## config.mk

```make
export PLATFORM = sky130hd
export DESIGN_NAME = dbg_attach_hold
export DESIGN_NICKNAME = d
export VERILOG_FILES = /design/src/rtl/dpd_pkg.sv /design/src/rtl/dpd_pin_sync.sv /design/src/rtl/dpd_hold_ctrl.sv /design/src/rtl/dpd_probe_detect.sv /design/src/rtl/dbg_attach_hold.sv
export SDC_FILE = /design/constraint.sdc
export NUM_CORES = 1
export LEC_CHECK = 0
export ABC_AREA = 0
export BUFFER_PORTS_ARGS = -buffer_cell sky130_fd_sc_hd__clkbuf_2
export CORE_AREA = 5 5 42 44
export DETAILED_ROUTE_END_ITERATION = 10
export DIE_AREA = 0 0 47 49
export PLACE_DENSITY = 0.61
export SYNTH_ARGS = -nofsm -noshare
export SYNTH_HDL_FRONTEND = slang
export SYNTH_HIERARCHICAL = 1
export SYNTH_SLANG_ARGS = --single-unit
```

## constraint.sdc

```tcl
create_clock -name clk -period 1 [get_ports clk]
set_input_delay 0.1 -clock clk [delete_from_list [all_inputs] [get_ports clk]]
set_output_delay 0.1 -clock clk [all_outputs]
set_load 0.03 [all_outputs]
```

## src/rtl/dpd_pkg.sv

```systemverilog
package dpd_pkg;
  localparam int unsigned ADR_CTRL   = 0;
  localparam int unsigned ADR_STAT   = 1;
  localparam int unsigned BIT_HOLD   = 0;
  localparam int unsigned BIT_PERR   = 1;
  localparam int unsigned BIT_PRES   = 0;
  localparam int unsigned BIT_HPAV   = 1;
endpackage

```

## src/rtl/dpd_pin_sync.sv

```systemverilog
module dpd_pin_sync #(
  parameter int unsigned STAGES = 2
) (
  input  logic clk,
  input  logic rst_i,
  input  logic pin_i,
  output logic level_o,
  output logic fall_o
);
  logic [STAGES-1:0] chain_q;
  logic              prev_q;

  // free-running synchroniser stages; the detector after them is reset
  genvar gi;
  generate
    for (gi = 0; gi < STAGES; gi++) begin : g_stage
      if (gi == 0) begin : g_first
        always_ff @(posedge clk) chain_q[gi] <= pin_i;
      end else begin : g_next
        always_ff @(posedge clk) chain_q[gi] <= chain_q[gi-1];
      end
    end
  endgenerate

  always_ff @(posedge clk) begin
    if (rst_i) prev_q <= 1'b0;
    else       prev_q <= chain_q[STAGES-1];
  end

  assign level_o = chain_q[STAGES-1];
  assign fall_o  = prev_q & ~chain_q[STAGES-1];

  assert_fall_after_high_R8: assert property (@(posedge clk) disable iff (rst_i)
    fall_o |-> $past(chain_q[STAGES-1]));
endmodule

```

## src/rtl/dpd_hold_ctrl.sv

```systemverilog
module dpd_hold_ctrl (
  input  logic clk,
  input  logic rst_i,
  input  logic first_i,
  input  logic pin_low_i,
  input  logic lock_i,
  input  logic wr_ctrl_i,
  input  logic wr_rel_i,
  input  logic wr_clr_i,
  output logic hold_o,
  output logic hold_d_o,
  output logic err_o,
  output logic cold_o
);
  logic hold_q, hold_d, err_q, err_d, rel_try;

  assign rel_try = wr_ctrl_i & wr_rel_i;
  assign cold_o  = first_i & pin_low_i;

  always_comb begin
    hold_d = hold_q;
    if (cold_o)                  hold_d = 1'b1;
    else if (rel_try && !lock_i) hold_d = 1'b0;
  end

  always_comb begin
    err_d = err_q;
    if (wr_ctrl_i && wr_clr_i) err_d = 1'b0;
    if (rel_try && lock_i)     err_d = 1'b1;
  end

  always_ff @(posedge clk) begin
    if (rst_i) begin
      hold_q <= 1'b0;
      err_q  <= 1'b0;
    end else begin
      hold_q <= hold_d;
      err_q  <= err_d;
    end
  end

  assign hold_o   = hold_q;
  assign hold_d_o = hold_d;
  assign err_o    = err_q;

  assert_release_clears_R3: assert property (@(posedge clk) disable iff (rst_i)
    (wr_ctrl_i && wr_rel_i && !lock_i && !first_i) |=> !hold_q);
  assert_zero_write_noop_R4: assert property (@(posedge clk) disable iff (rst_i)
    (wr_ctrl_i && !wr_rel_i && !first_i) |=> (hold_q == $past(hold_q)));
  assert_lock_sets_err_R5: assert property (@(posedge clk) disable iff (rst_i)
    (wr_ctrl_i && wr_rel_i && lock_i) |=> err_q);
  assert_lock_keeps_hold_R5: assert property (@(posedge clk) disable iff (rst_i)
    (wr_ctrl_i && lock_i && hold_q) |=> hold_q);
endmodule

```

## src/rtl/dpd_probe_detect.sv

```systemverilog
module dpd_probe_detect (
  input  logic clk,
  input  logic rst_i,
  input  logic first_i,
  input  logic fall_i,
  input  logic sel_dbg_i,
  input  logic cold_i,
  output logic hpav_o,
  output logic pres_o
);
  logic hpav_q, pres_q, hot;

  assign hot = fall_i & hpav_q & sel_dbg_i & ~first_i;

  always_ff @(posedge clk) begin
    if (rst_i) begin
      hpav_q <= 1'b1;
      pres_q <= 1'b0;
    end else begin
      if (!sel_dbg_i)   hpav_q <= 1'b0;
      if (cold_i | hot) pres_q <= 1'b1;
    end
  end

  assign hpav_o = hpav_q;
  assign pres_o = pres_q;

  assert_hpav_sticky_R9: assert property (@(posedge clk) disable iff (rst_i)
    !hpav_q |=> !hpav_q);
  assert_present_sticky_R10: assert property (@(posedge clk) disable iff (rst_i)
    pres_q |=> pres_q);
  assert_cold_sets_present_R7: assert property (@(posedge clk) disable iff (rst_i)
    cold_i |=> pres_q);
endmodule

```

## src/rtl/dbg_attach_hold.sv

```systemverilog
module dbg_attach_hold
  import dpd_pkg::*;
#(
  parameter int unsigned DATA_W      = 8,
  parameter int unsigned ADDR_W      = 2,
  parameter int unsigned SYNC_STAGES = 2
) (
  input  logic              clk,
  input  logic              por_i,
  input  logic              ext_rst_i,
  input  logic              dbg_clk_i,
  input  logic              dbg_pin_sel_i,
  input  logic              sec_lock_i,
  input  logic              wr_en_i,
  input  logic [ADDR_W-1:0] wr_addr_i,
  input  logic [DATA_W-1:0] wr_data_i,
  input  logic [ADDR_W-1:0] rd_addr_i,
  output logic [DATA_W-1:0] rd_data_o,
  output logic              cpu_reset_o
);
  localparam logic [ADDR_W-1:0] A_CTRL = ADDR_W'(ADR_CTRL);
  localparam logic [ADDR_W-1:0] A_STAT = ADDR_W'(ADR_STAT);

  logic sys_rst, first_q, cpu_rst_q;
  logic level, fall, wr_ctrl;
  logic hold, hold_d, err, cold, hpav, pres;
  logic [DATA_W-1:0] rd_q, rd_d;

  assign sys_rst = por_i | ext_rst_i;
  assign wr_ctrl = wr_en_i & (wr_addr_i == A_CTRL);

  always_ff @(posedge clk) begin
    if (sys_rst) first_q <= 1'b1;
    else         first_q <= 1'b0;
  end

  dpd_pin_sync #(.STAGES(SYNC_STAGES)) u_sync (
    .clk     (clk),
    .rst_i   (sys_rst),
    .pin_i   (dbg_clk_i),
    .level_o (level),
    .fall_o  (fall)
  );

  dpd_hold_ctrl u_hold (
    .clk       (clk),
    .rst_i     (sys_rst),
    .first_i   (first_q),
    .pin_low_i (~level),
    .lock_i    (sec_lock_i),
    .wr_ctrl_i (wr_ctrl),
    .wr_rel_i  (wr_data_i[BIT_HOLD]),
    .wr_clr_i  (wr_data_i[BIT_PERR]),
    .hold_o    (hold),
    .hold_d_o  (hold_d),
    .err_o     (err),
    .cold_o    (cold)
  );

  dpd_probe_detect u_probe (
    .clk       (clk),
    .rst_i     (sys_rst),
    .first_i   (first_q),
    .fall_i    (fall),
    .sel_dbg_i (dbg_pin_sel_i),
    .cold_i    (cold),
    .hpav_o    (hpav),
    .pres_o    (pres)
  );

  always_ff @(posedge clk) begin
    cpu_rst_q <= sys_rst | hold_d;
  end

  always_comb begin
    rd_d = '0;
    if (rd_addr_i == A_CTRL) begin
      rd_d[BIT_HOLD] = hold;
      rd_d[BIT_PERR] = err;
    end else if (rd_addr_i == A_STAT) begin
      rd_d[BIT_PRES] = pres;
      rd_d[BIT_HPAV] = hpav;
    end
  end

  always_ff @(posedge clk) begin
    if (sys_rst) rd_q <= '0;
    else         rd_q <= rd_d;
  end

  assign rd_data_o   = rd_q;
  assign cpu_reset_o = cpu_rst_q;

  assert_reset_holds_cpu_R1: assert property (@(posedge clk)
    sys_rst |=> cpu_reset_o);
  assert_hold_keeps_reset_R2: assert property (@(posedge clk) disable iff (sys_rst)
    (hold && !first_q) |-> cpu_reset_o);
endmodule

```

==> impl_summary.log, run 1 <==
[metrics] cts bufs inserted: 3
[metrics] Worst setup EP type: flop
[metrics] kind of path behind the tightest hold check: input pin to flop
[metrics] FILL cells: 155
[metrics] RSZ-0062 raised after global routing: true
[metrics] clock network power share: 33.5%
[metrics] type of element launching the critical path: flop
[metrics] arrival time at the worst endpoint: 1150 ps
[metrics] core outline area: 1400 µm²
[metrics] Avg Cell Area, Syn: 10.4 µm²
[metrics] largest net degree at the start of global routing: 9
[metrics] post-synthesis instance area: 418 µm²
[metrics] total wire length after detailed routing: 733 µm
[metrics] pre-CTS setup slack: -79.5 ps
[metrics] Data required, critical path: 1150 ps
[metrics] 1st-pass router iterations: 1
[metrics] area overhead of the layout relative to synthesis: 30.2%
[metrics] Final Util: 38.8%
[metrics] post-route clock period utilization: 101%
[metrics] hold violation total from the final report: 0
[metrics] leftover overflow at the end of global routing: 0
[metrics] worst voltage drop across the vdd grid: 916 µV
[metrics] total track usage: 7.44%
[metrics] total of buffers placed on input and output ports: 15
[metrics] via/cell ratio: 4.16
[metrics] Worst-path clk slew: 70 ps
[metrics] run status: finished, violations left
[metrics] clock tree from TritonCTS: yes
[metrics] insertion delay of the later-clocked pin in the worst-skew pair: 260 ps
[metrics] max-capacitance violation count: 0
[metrics] die boundary width: 47 µm
[metrics] number of antenna violations at the first check in global routing: 0
[metrics] placed wire-length estimate: 595 µm
[metrics] Highest Clock Rate: 994 MHz
[metrics] Yosys Warn Count: 6
[metrics] switching power of the nets: 214 µW
[metrics] first-pass GRT wire length: 1190 µm
[metrics] floorplan row count: 14
[metrics] Distinct cells, synth: 21
[metrics] clk root buf: sky130_fd_sc_hd__clkbuf_4
[metrics] drt drc: 0
[metrics] power density normalized to cell area: 1600 nW/µm²
[metrics] initial core utilization: 29.8%
[metrics] sequential share of power: 53.4%
[metrics] drt initial violations: 0
[metrics] combinational power share: 13.1%
[metrics] biggest fanout along the worst timing path: 2
[metrics] I/O pins: 28
[metrics] net total in the final layout: 81
[metrics] total setup violations reported at the end of the flow: 1
[metrics] total internal power: 658 µW
[metrics] routability cong.: 0.710
[metrics] Diodes inserted: 0
[metrics] Worst Slack Setup Final: -6.00 ps
[metrics] number of buffers on the longest clock path: 2
[metrics] fin. max-slew vios: 0
[metrics] vias: 320
[metrics] ANT nets after route: 0
[metrics] Post-CTS Repair Setup Buffers: 0
[metrics] clock tree sinks: 11
[metrics] area of the die: 2300 µm²
[metrics] leakage power: 0.000258 µW
[metrics] number of register bits inferred by synthesis: 11
[metrics] crit path kind: flop to flop
[metrics] number of global-route vias before repair: 293
[metrics] overall die height: 49 µm
[metrics] wire length per cell: 9.52 µm
[metrics] fraction of power spent switching nets: 24.5%
[metrics] register area share after synthesis: 52.7%
[metrics] Setup Skew: 0.810 ps
[metrics] shortest period the worst path allows: 1010 ps
[metrics] Max H-tree Level: 1
[metrics] synthesized netlist cell count: 40
[metrics] slack of the worst reg-to-reg path: -6 ps
[metrics] failing checks: setup timing
[metrics] share of layout cells above drive strength 1: 42.6%
power by group through the flow:
stage,registers [µW],logic (µW),clock network [µW]
2_1_floorplan,480,81.4,0
3_3_place_gp,475,110,0
3_5_place_dp,475,112,0
4_1_cts,465,115,309
5_1_grt,467,126,330
6_report,465,114,293
kinds of logic after synthesis:
logic type	Yosys count	synth area share (%)
AND/OR/NAND/NOR	12	18.0
flip-flops	11	52.7
AO/OA/AOI/OAI	7	12.0
buffers and inverters	7	11.7
multiplexers	2	4.79
other	1	0.897
cell usage in the layout (no fill, tap or decap):
cell type	n
sky130_fd_sc_hd__or3_1	1
sky130_fd_sc_hd__clkbuf_2	15
sky130_fd_sc_hd__a22oi_2	1
sky130_fd_sc_hd__nor2b_2	1
sky130_fd_sc_hd__and2_1	1
sky130_fd_sc_hd__conb_1	6
sky130_fd_sc_hd__clkbuf_4	3
sky130_fd_sc_hd__a21bo_2	1
sky130_fd_sc_hd__nor3_1	2
sky130_fd_sc_hd__nand3_1	1
sky130_fd_sc_hd__inv_2	1
sky130_fd_sc_hd__nand4b_1	1
sky130_fd_sc_hd__mux2i_1	2
sky130_fd_sc_hd__a21bo_1	1
sky130_fd_sc_hd__nor2_1	1
sky130_fd_sc_hd__nor2b_1	1
sky130_fd_sc_hd__dlygate4sd3_1	1
sky130_fd_sc_hd__dfxtp_2	1
sky130_fd_sc_hd__dfxtp_1	10
sky130_fd_sc_hd__nor3b_1	1
sky130_fd_sc_hd__buf_4	2
sky130_fd_sc_hd__clkbuf_1	1
sky130_fd_sc_hd__or2_4	1
sky130_fd_sc_hd__a21oi_1	3
sky130_fd_sc_hd__nand2_1	1
sky130_fd_sc_hd__a21o_1	1
through the flow:
| stage | hold slack [ps] | cells | setup TNS [ps] | area, µm² | power (µW) |
|---|---|---|---|---|---|
| 6_report | 17.1 | 77 | -6.00 | 544 | 872 |
| 5_1_grt | 2.63 | 77 | -70.7 | 544 | 923 |
| 4_1_cts | 10.2 | 77 | -20.2 | 544 | 890 |
| 2_1_floorplan | 128 | 45 | 0 | 442 | 562 |
| 3_3_place_gp | 205 | 72 | -69.4 | 507 | 585 |
| 3_5_place_dp | 205 | 72 | -79.5 | 507 | 586 |
state kept, by name, summed over array words and instances (netlist names):
| register | flops |
|---|---|
| u_sync/chain_q | 1 |
| cpu_reset_o | 1 |
| u_probe/pres_o | 1 |
| u_hold/err_o | 1 |
| first_q | 1 |
| u_sync/prev_q | 1 |
| u_sync/level_o | 1 |
| rd_data_o | 2 |
| u_hold/hold_o | 1 |
| u_probe/hpav_o | 1 |
final timing paths:
check                                      end  cells after the start              start
worst max-delay path               cpu_reset_o                      4     u_sync/level_o
worst min-delay path              rd_data_o[1]                      2       rd_addr_i[1]
worst min register to register  u_sync/level_o                      0  u_sync/chain_q[0]
worst max register to register     cpu_reset_o                      4     u_sync/level_o
Yosys cell counts (all sizes together):
master / n / area, µm²
conb: 1 / 3.75
a21o: 1 / 7.51
mux2i: 2 / 20.0
inv: 1 / 3.75
a22oi: 1 / 7.51
and2: 1 / 6.26
nand3: 1 / 5.00
nand4b: 1 / 8.76
a21bo: 2 / 20.0
dfxtp: 11 / 220
nor3: 2 / 10.0
nor2: 1 / 3.75
nor2b: 2 / 15.0
or2: 1 / 8.76
buf: 6 / 45.0
a21oi: 3 / 15.0
nand2: 1 / 3.75
nor3b: 1 / 7.51
or3: 1 / 6.26
critical path: stages, from the launching register on:
cell                      delay (ps)
sky130_fd_sc_hd__dfxtp_2         330
sky130_fd_sc_hd__inv_2            40
sky130_fd_sc_hd__a22oi_2         160
sky130_fd_sc_hd__nand2_1          70
sky130_fd_sc_hd__or3_1           300
metal layers:
metal	routed length (µm)	up-vias	global-route usage, %
met5	0	-	0
li1	-	166	-
met4	0	0	2.76
met3	98	0	6.64
met2	346	14	10.9
met1	287	140	7.38
cell type report:
cell class / instances / area [µm²] / share of cell area [%]
Clock buffer: 4 / 26.3 / 4.83
Inverter: 1 / 3.75 / 0.690
Tap cell: 16 / 20.0 / 3.68
Multi-Input combinational cell: 27 / 173 / 31.7
Timing Repair Buffer: 18 / 100 / 18.4
Sequential cell: 11 / 221 / 40.7
what timing repair did:
action,4_1_cts,5_1_grt
hold buffers,1,0
hold endpoints to repair,1,0
gates resized for setup,2,0
endpoints found under the setup margin,1,1
pin swaps,0,0
No activity file was read; power rests on OpenSTA's default activity.
==> run 2, diff against run 1 <==
BUFFER_PORTS_ARGS = -buffer_cell sky130_fd_sc_hd__buf_2   (was -buffer_cell sky130_fd_sc_hd__clkbuf_2)
clock period = 0.88 ns   (was 1 ns; I/O delays follow)
==> impl_summary.log, run 2 (synthesized netlist as in run 1, its figures left out) <==
[metrics] overall die height: 49 µm
[metrics] first-pass GRT wire length: 1300 µm
[metrics] leakage power: 0.000267 µW
[metrics] die boundary width: 47 µm
[metrics] failing checks: setup timing
[metrics] number of global-route vias before repair: 334
[metrics] drt initial violations: 2
[metrics] Highest Clock Rate: 1000 MHz
[metrics] I/O pins: 28
[metrics] most common cell after layout, fill and taps aside: sky130_fd_sc_hd__buf_2
[metrics] floorplan row count: 14
[metrics] total track usage: 7.77%
[metrics] hold violation total from the final report: 0
[metrics] Diodes inserted: 0
[metrics] final-layout worst hold slack: 6.24 ps
[metrics] power density normalized to cell area: 1760 nW/µm²
[metrics] vias: 336
[metrics] Levels on crit path: 4
[metrics] type of element launching the critical path: flop
[metrics] share of layout cells above drive strength 1: 44.4%
[metrics] number of instances on the worst hold path: 2
[metrics] number of antenna violations at the first check in global routing: 0
[metrics] cell-by-cell listing of the critical path: inv_2 > a22oi_2 > nand2_1 > or3_1
[metrics] Worst Slack Setup Final: -118 ps
[metrics] routed wire length on met3: 99 µm
[metrics] Worst-path clk slew: 60 ps
[metrics] clk root buf: sky130_fd_sc_hd__clkbuf_4
[metrics] Total Negative Setup Slacks: -118 ps
[metrics] Layout Cells excl Fill: 79
[metrics] kind of path behind the tightest hold check: input pin to flop
[metrics] crit path kind: flop to flop
[metrics] Post-CTS Repair Setup Buffers: 0
[metrics] cell count after placement: 74
[metrics] largest net degree at the start of global routing: 9
[metrics] fin. max-slew vios: 0
[metrics] insertion delay of the later-clocked pin in the worst-skew pair: 260 ps
[metrics] most frequent cells in the layout: sky130_fd_sc_hd__buf_2, sky130_fd_sc_hd__dfxtp_1, sky130_fd_sc_hd__conb_1
[metrics] 1st-pass router iterations: 2
[metrics] pre-CTS setup slack: -203 ps
[metrics] worst voltage drop across the vdd grid: 1060 µV
[metrics] Max H-tree Level: 1
[metrics] Worst setup EP type: flop
[metrics] routed length on met2: 378 µm
[metrics] ANT nets after route: 0
[metrics] initial core utilization: 29.8%
[metrics] post-route clock period utilization: 113%
[metrics] leftover overflow at the end of global routing: 0
[metrics] max-capacitance violation count: 0
[metrics] top layer in use: met3
[metrics] area overhead of the layout relative to synthesis: 35.0%
[metrics] total of buffers placed on input and output ports: 15
[metrics] number of cells on the worst reg-to-reg path: 4
[metrics] flip-flop count of the largest register, all copies and words added: 2
[metrics] placed wire-length estimate: 601 µm
[metrics] routability cong.: 0.696
[metrics] arrival time at the worst endpoint: 1140 ps
[metrics] total wire length after detailed routing: 773 µm
[metrics] core outline area: 1400 µm²
[metrics] shortest period the worst path allows: 998 ps
[metrics] clock tree from TritonCTS: yes
[metrics] run status: finished, violations left
[metrics] total setup violations reported at the end of the flow: 1
[metrics] cts bufs inserted: 3
[metrics] number of buffers on the longest clock path: 2
[metrics] RSZ-0062 raised after global routing: true
[metrics] biggest fanout along the worst timing path: 2
[metrics] wire length per cell: 9.78 µm
[metrics] area of the die: 2300 µm²
[metrics] Data required, critical path: 1030 ps
[metrics] via/cell ratio: 4.25
[metrics] wire length the detailed router placed on met1: 294 µm
[metrics] drt drc: 0
[metrics] slack of the worst reg-to-reg path: -120 ps
[metrics] clock tree sinks: 11
[metrics] net total in the final layout: 83
[metrics] dominant delay contributor by cell family on the critical path: simple AND/OR/NAND/NOR gates
[metrics] Slowest-stage cell, CP: sky130_fd_sc_hd__dfxtp_2
[metrics] Setup Skew: 2.47 ps
[metrics] count of buffering cells on the critical path with inverters included: 1
[metrics] Final Util: 40.3%
[metrics] largest stage delay on the critical path: 330 ps
run 2: changes by cell type in the layout (fill, tap and decap cells not counted), sizes merged:
| cell | change |
|---|---|
| buf | +16 |
| clkbuf | -14 |
run 2: path summary, 6_finish.rpt:
path                     startpoint        endpoint
setup / recovery     u_sync/level_o     cpu_reset_o
hold / removal         rd_addr_i[1]    rd_data_o[1]
setup reg to reg     u_sync/level_o     cpu_reset_o
hold reg to reg   u_sync/chain_q[0]  u_sync/level_o
run 2: worst register-to-register path: stages (launching register included):
cell and delay [ps]:
sky130_fd_sc_hd__dfxtp_2 330, sky130_fd_sc_hd__inv_2 40, sky130_fd_sc_hd__a22oi_2 160, sky130_fd_sc_hd__nand2_1 60, sky130_fd_sc_hd__or3_1 290
run 2: routing by layer:
layer,up-vias,global-route usage (%)
li1,173,-
met1,148,8.22
met2,15,12.2
met3,0,5.90
met4,0,1.38
met5,-,0
run 2: final cells by class:
class | instances | area [µm²]
clock buffer | 4 | 26.3
fill | 157 | 837
sequential | 11 | 221
timing repair buffer | 20 | 120
inverter | 1 | 3.75
multi-input combinational | 27 | 173
tap | 16 | 20.0
run 2: through the flow:
stage,cell area (µm²),power [µW]
after detailed placement,523,674
after global routing,564,1060
after global placement,523,672
final,564,995
after floorplan,443,640
after CTS,559,1010
run 2: what timing repair did:
| action | in CTS | in global routing |
|---|---|---|
| hold buffers | 1 | 0 |
| pin swaps | 1 | 1 |
| setup endpoints to repair | 1 | 4 |
| resized for setup | 0 | 3 |
| gates cloned | 0 | 0 |
| endpoints found under the hold margin | 1 | 0 |
run 2: report_power, final:
group	switching [µW]	internal [µW]	total (µW)
logic	78.2	61.3	139
registers	9.80	519	529
clock network	152	175	327
total	240	755	995
==> run 3, diff against run 2 <==
clock period = 0.9 ns   (was 0.88 ns; I/O delays follow)
==> impl_summary.log, run 3 (synthesized netlist as in run 1, its figures left out) <==
[metrics] area of all placed cells without fillers: 559 µm²
[metrics] arrival time at the worst endpoint: 1140 ps
[metrics] final-layout worst hold slack: 8.24 ps
[metrics] cts bufs inserted: 3
[metrics] 1st-pass router iterations: 2
[metrics] flip-flop count of the largest register, all copies and words added: 2
[metrics] biggest fanout along the worst timing path: 2
[metrics] worst voltage drop across the vdd grid: 1040 µV
[metrics] type of element launching the critical path: flop
[metrics] wire length per cell: 9.78 µm
[metrics] first-pass GRT wire length: 1300 µm
[metrics] die boundary width: 47 µm
[metrics] leftover overflow at the end of global routing: 0
[metrics] core outline area: 1400 µm²
[metrics] initial core utilization: 29.8%
[metrics] Setup Skew: 2.46 ps
[metrics] Area after DPL: 523 µm²
[metrics] vias: 336
[metrics] slack of the worst reg-to-reg path: -100 ps
[metrics] drt initial violations: 2
[metrics] total of buffers placed on input and output ports: 15
[metrics] clock tree sinks: 11
[metrics] total power draw: 971 µW
[metrics] total wire length after detailed routing: 773 µm
[metrics] floorplan row count: 14
[metrics] placed wire-length estimate: 601 µm
[metrics] ANT nets after route: 0
[metrics] routability cong.: 0.696
[metrics] number of buffers on the longest clock path: 2
[metrics] most frequent cells in the layout: sky130_fd_sc_hd__buf_2, sky130_fd_sc_hd__dfxtp_1, sky130_fd_sc_hd__conb_1
[metrics] largest net degree at the start of global routing: 9
[metrics] max-capacitance violation count: 0
[metrics] fin. max-slew vios: 0
[metrics] post-route clock period utilization: 111%
[metrics] drt drc: 0
[metrics] total track usage: 7.77%
[metrics] crit path kind: flop to flop
[metrics] most common cell after layout, fill and taps aside: sky130_fd_sc_hd__buf_2
[metrics] clock tree from TritonCTS: yes
[metrics] run status: finished, violations left
[metrics] number of global-route vias before repair: 334
[metrics] total setup violations reported at the end of the flow: 1
[metrics] number of antenna violations at the first check in global routing: 0
[metrics] kind of path behind the tightest hold check: input pin to flop
[metrics] share of layout cells above drive strength 1: 44.4%
[metrics] Diodes inserted: 0
[metrics] Post-CTS Repair Setup Buffers: 0
[metrics] net total in the final layout: 83
[metrics] RSZ-0062 raised after global routing: true
[metrics] Worst-path clk slew: 60 ps
[metrics] pre-CTS setup slack: -185 ps
[metrics] clk root buf: sky130_fd_sc_hd__clkbuf_4
[metrics] Worst setup EP type: flop
[metrics] failing checks: setup timing
[metrics] FILL cells: 159
[metrics] area of the die: 2300 µm²
[metrics] area overhead of the layout relative to synthesis: 33.8%
[metrics] Highest Clock Rate: 1000 MHz
[metrics] hold violation total from the final report: 0
[metrics] Final Util: 39.9%
[metrics] I/O pins: 28
[metrics] leakage power: 0.000266 µW
[metrics] Worst Slack Setup Final: -97.9 ps
[metrics] insertion delay of the later-clocked pin in the worst-skew pair: 260 ps
[metrics] Max H-tree Level: 1
[metrics] power density normalized to cell area: 1740 nW/µm²
[metrics] shortest period the worst path allows: 998 ps
[metrics] via/cell ratio: 4.25
[metrics] Data required, critical path: 1050 ps
[metrics] overall die height: 49 µm
run 3: critical path, stage by stage, from the launching register on:
cell and delay (ps):
sky130_fd_sc_hd__dfxtp_2 330, sky130_fd_sc_hd__inv_2 40, sky130_fd_sc_hd__a22oi_2 160, sky130_fd_sc_hd__nand2_1 60, sky130_fd_sc_hd__or3_1 290
run 3: report_power, final:
group          internal, µW  switching, µW
registers               507           9.37
logic                  58.1           76.5
clock network           171            149
run 3: cell type report:
type                       count  area [µm²]  share of cell area, %
clock buffer                   4        26.3                   4.70
inverter                       1        3.75                  0.671
multi-input combinational     27         173                   30.9
sequential                    11         221                   39.6
tap                           16        20.0                   3.58
timing repair buffer          20         115                   20.6
run 3: path summary, 6_finish.rpt:
path,depth (start not counted),to,start
hold reg to reg,0,u_sync/level_o,u_sync/chain_q[0]
hold / removal,2,rd_data_o[1],rd_addr_i[1]
setup reg to reg,4,cpu_reset_o,u_sync/level_o
setup / recovery,4,cpu_reset_o,u_sync/level_o
run 3: repair_timing:
| action | in CTS | in global routing |
|---|---|---|
| gates resized for setup | 0 | 0 |
| pin swaps | 1 | 1 |
| endpoints found under the setup margin | 1 | 2 |
| hold endpoints to repair | 1 | 0 |
| hold buffers | 1 | 0 |
run 3: routing by layer:
layer,track usage (%),up-vias,part of all wire [%]
met1,8.22,148,38
met5,0,-,0
met3,5.90,0,13
li1,-,173,-
met4,1.38,0,0
met2,12.2,15,49
run 3: through the flow:
stage                     instances  TNS (ps)
after global placement           74      -159
final                            79     -97.9
after floorplan                  45     -86.0
after CTS                        79      -111
after detailed placement         74      -185
after global routing             79      -171
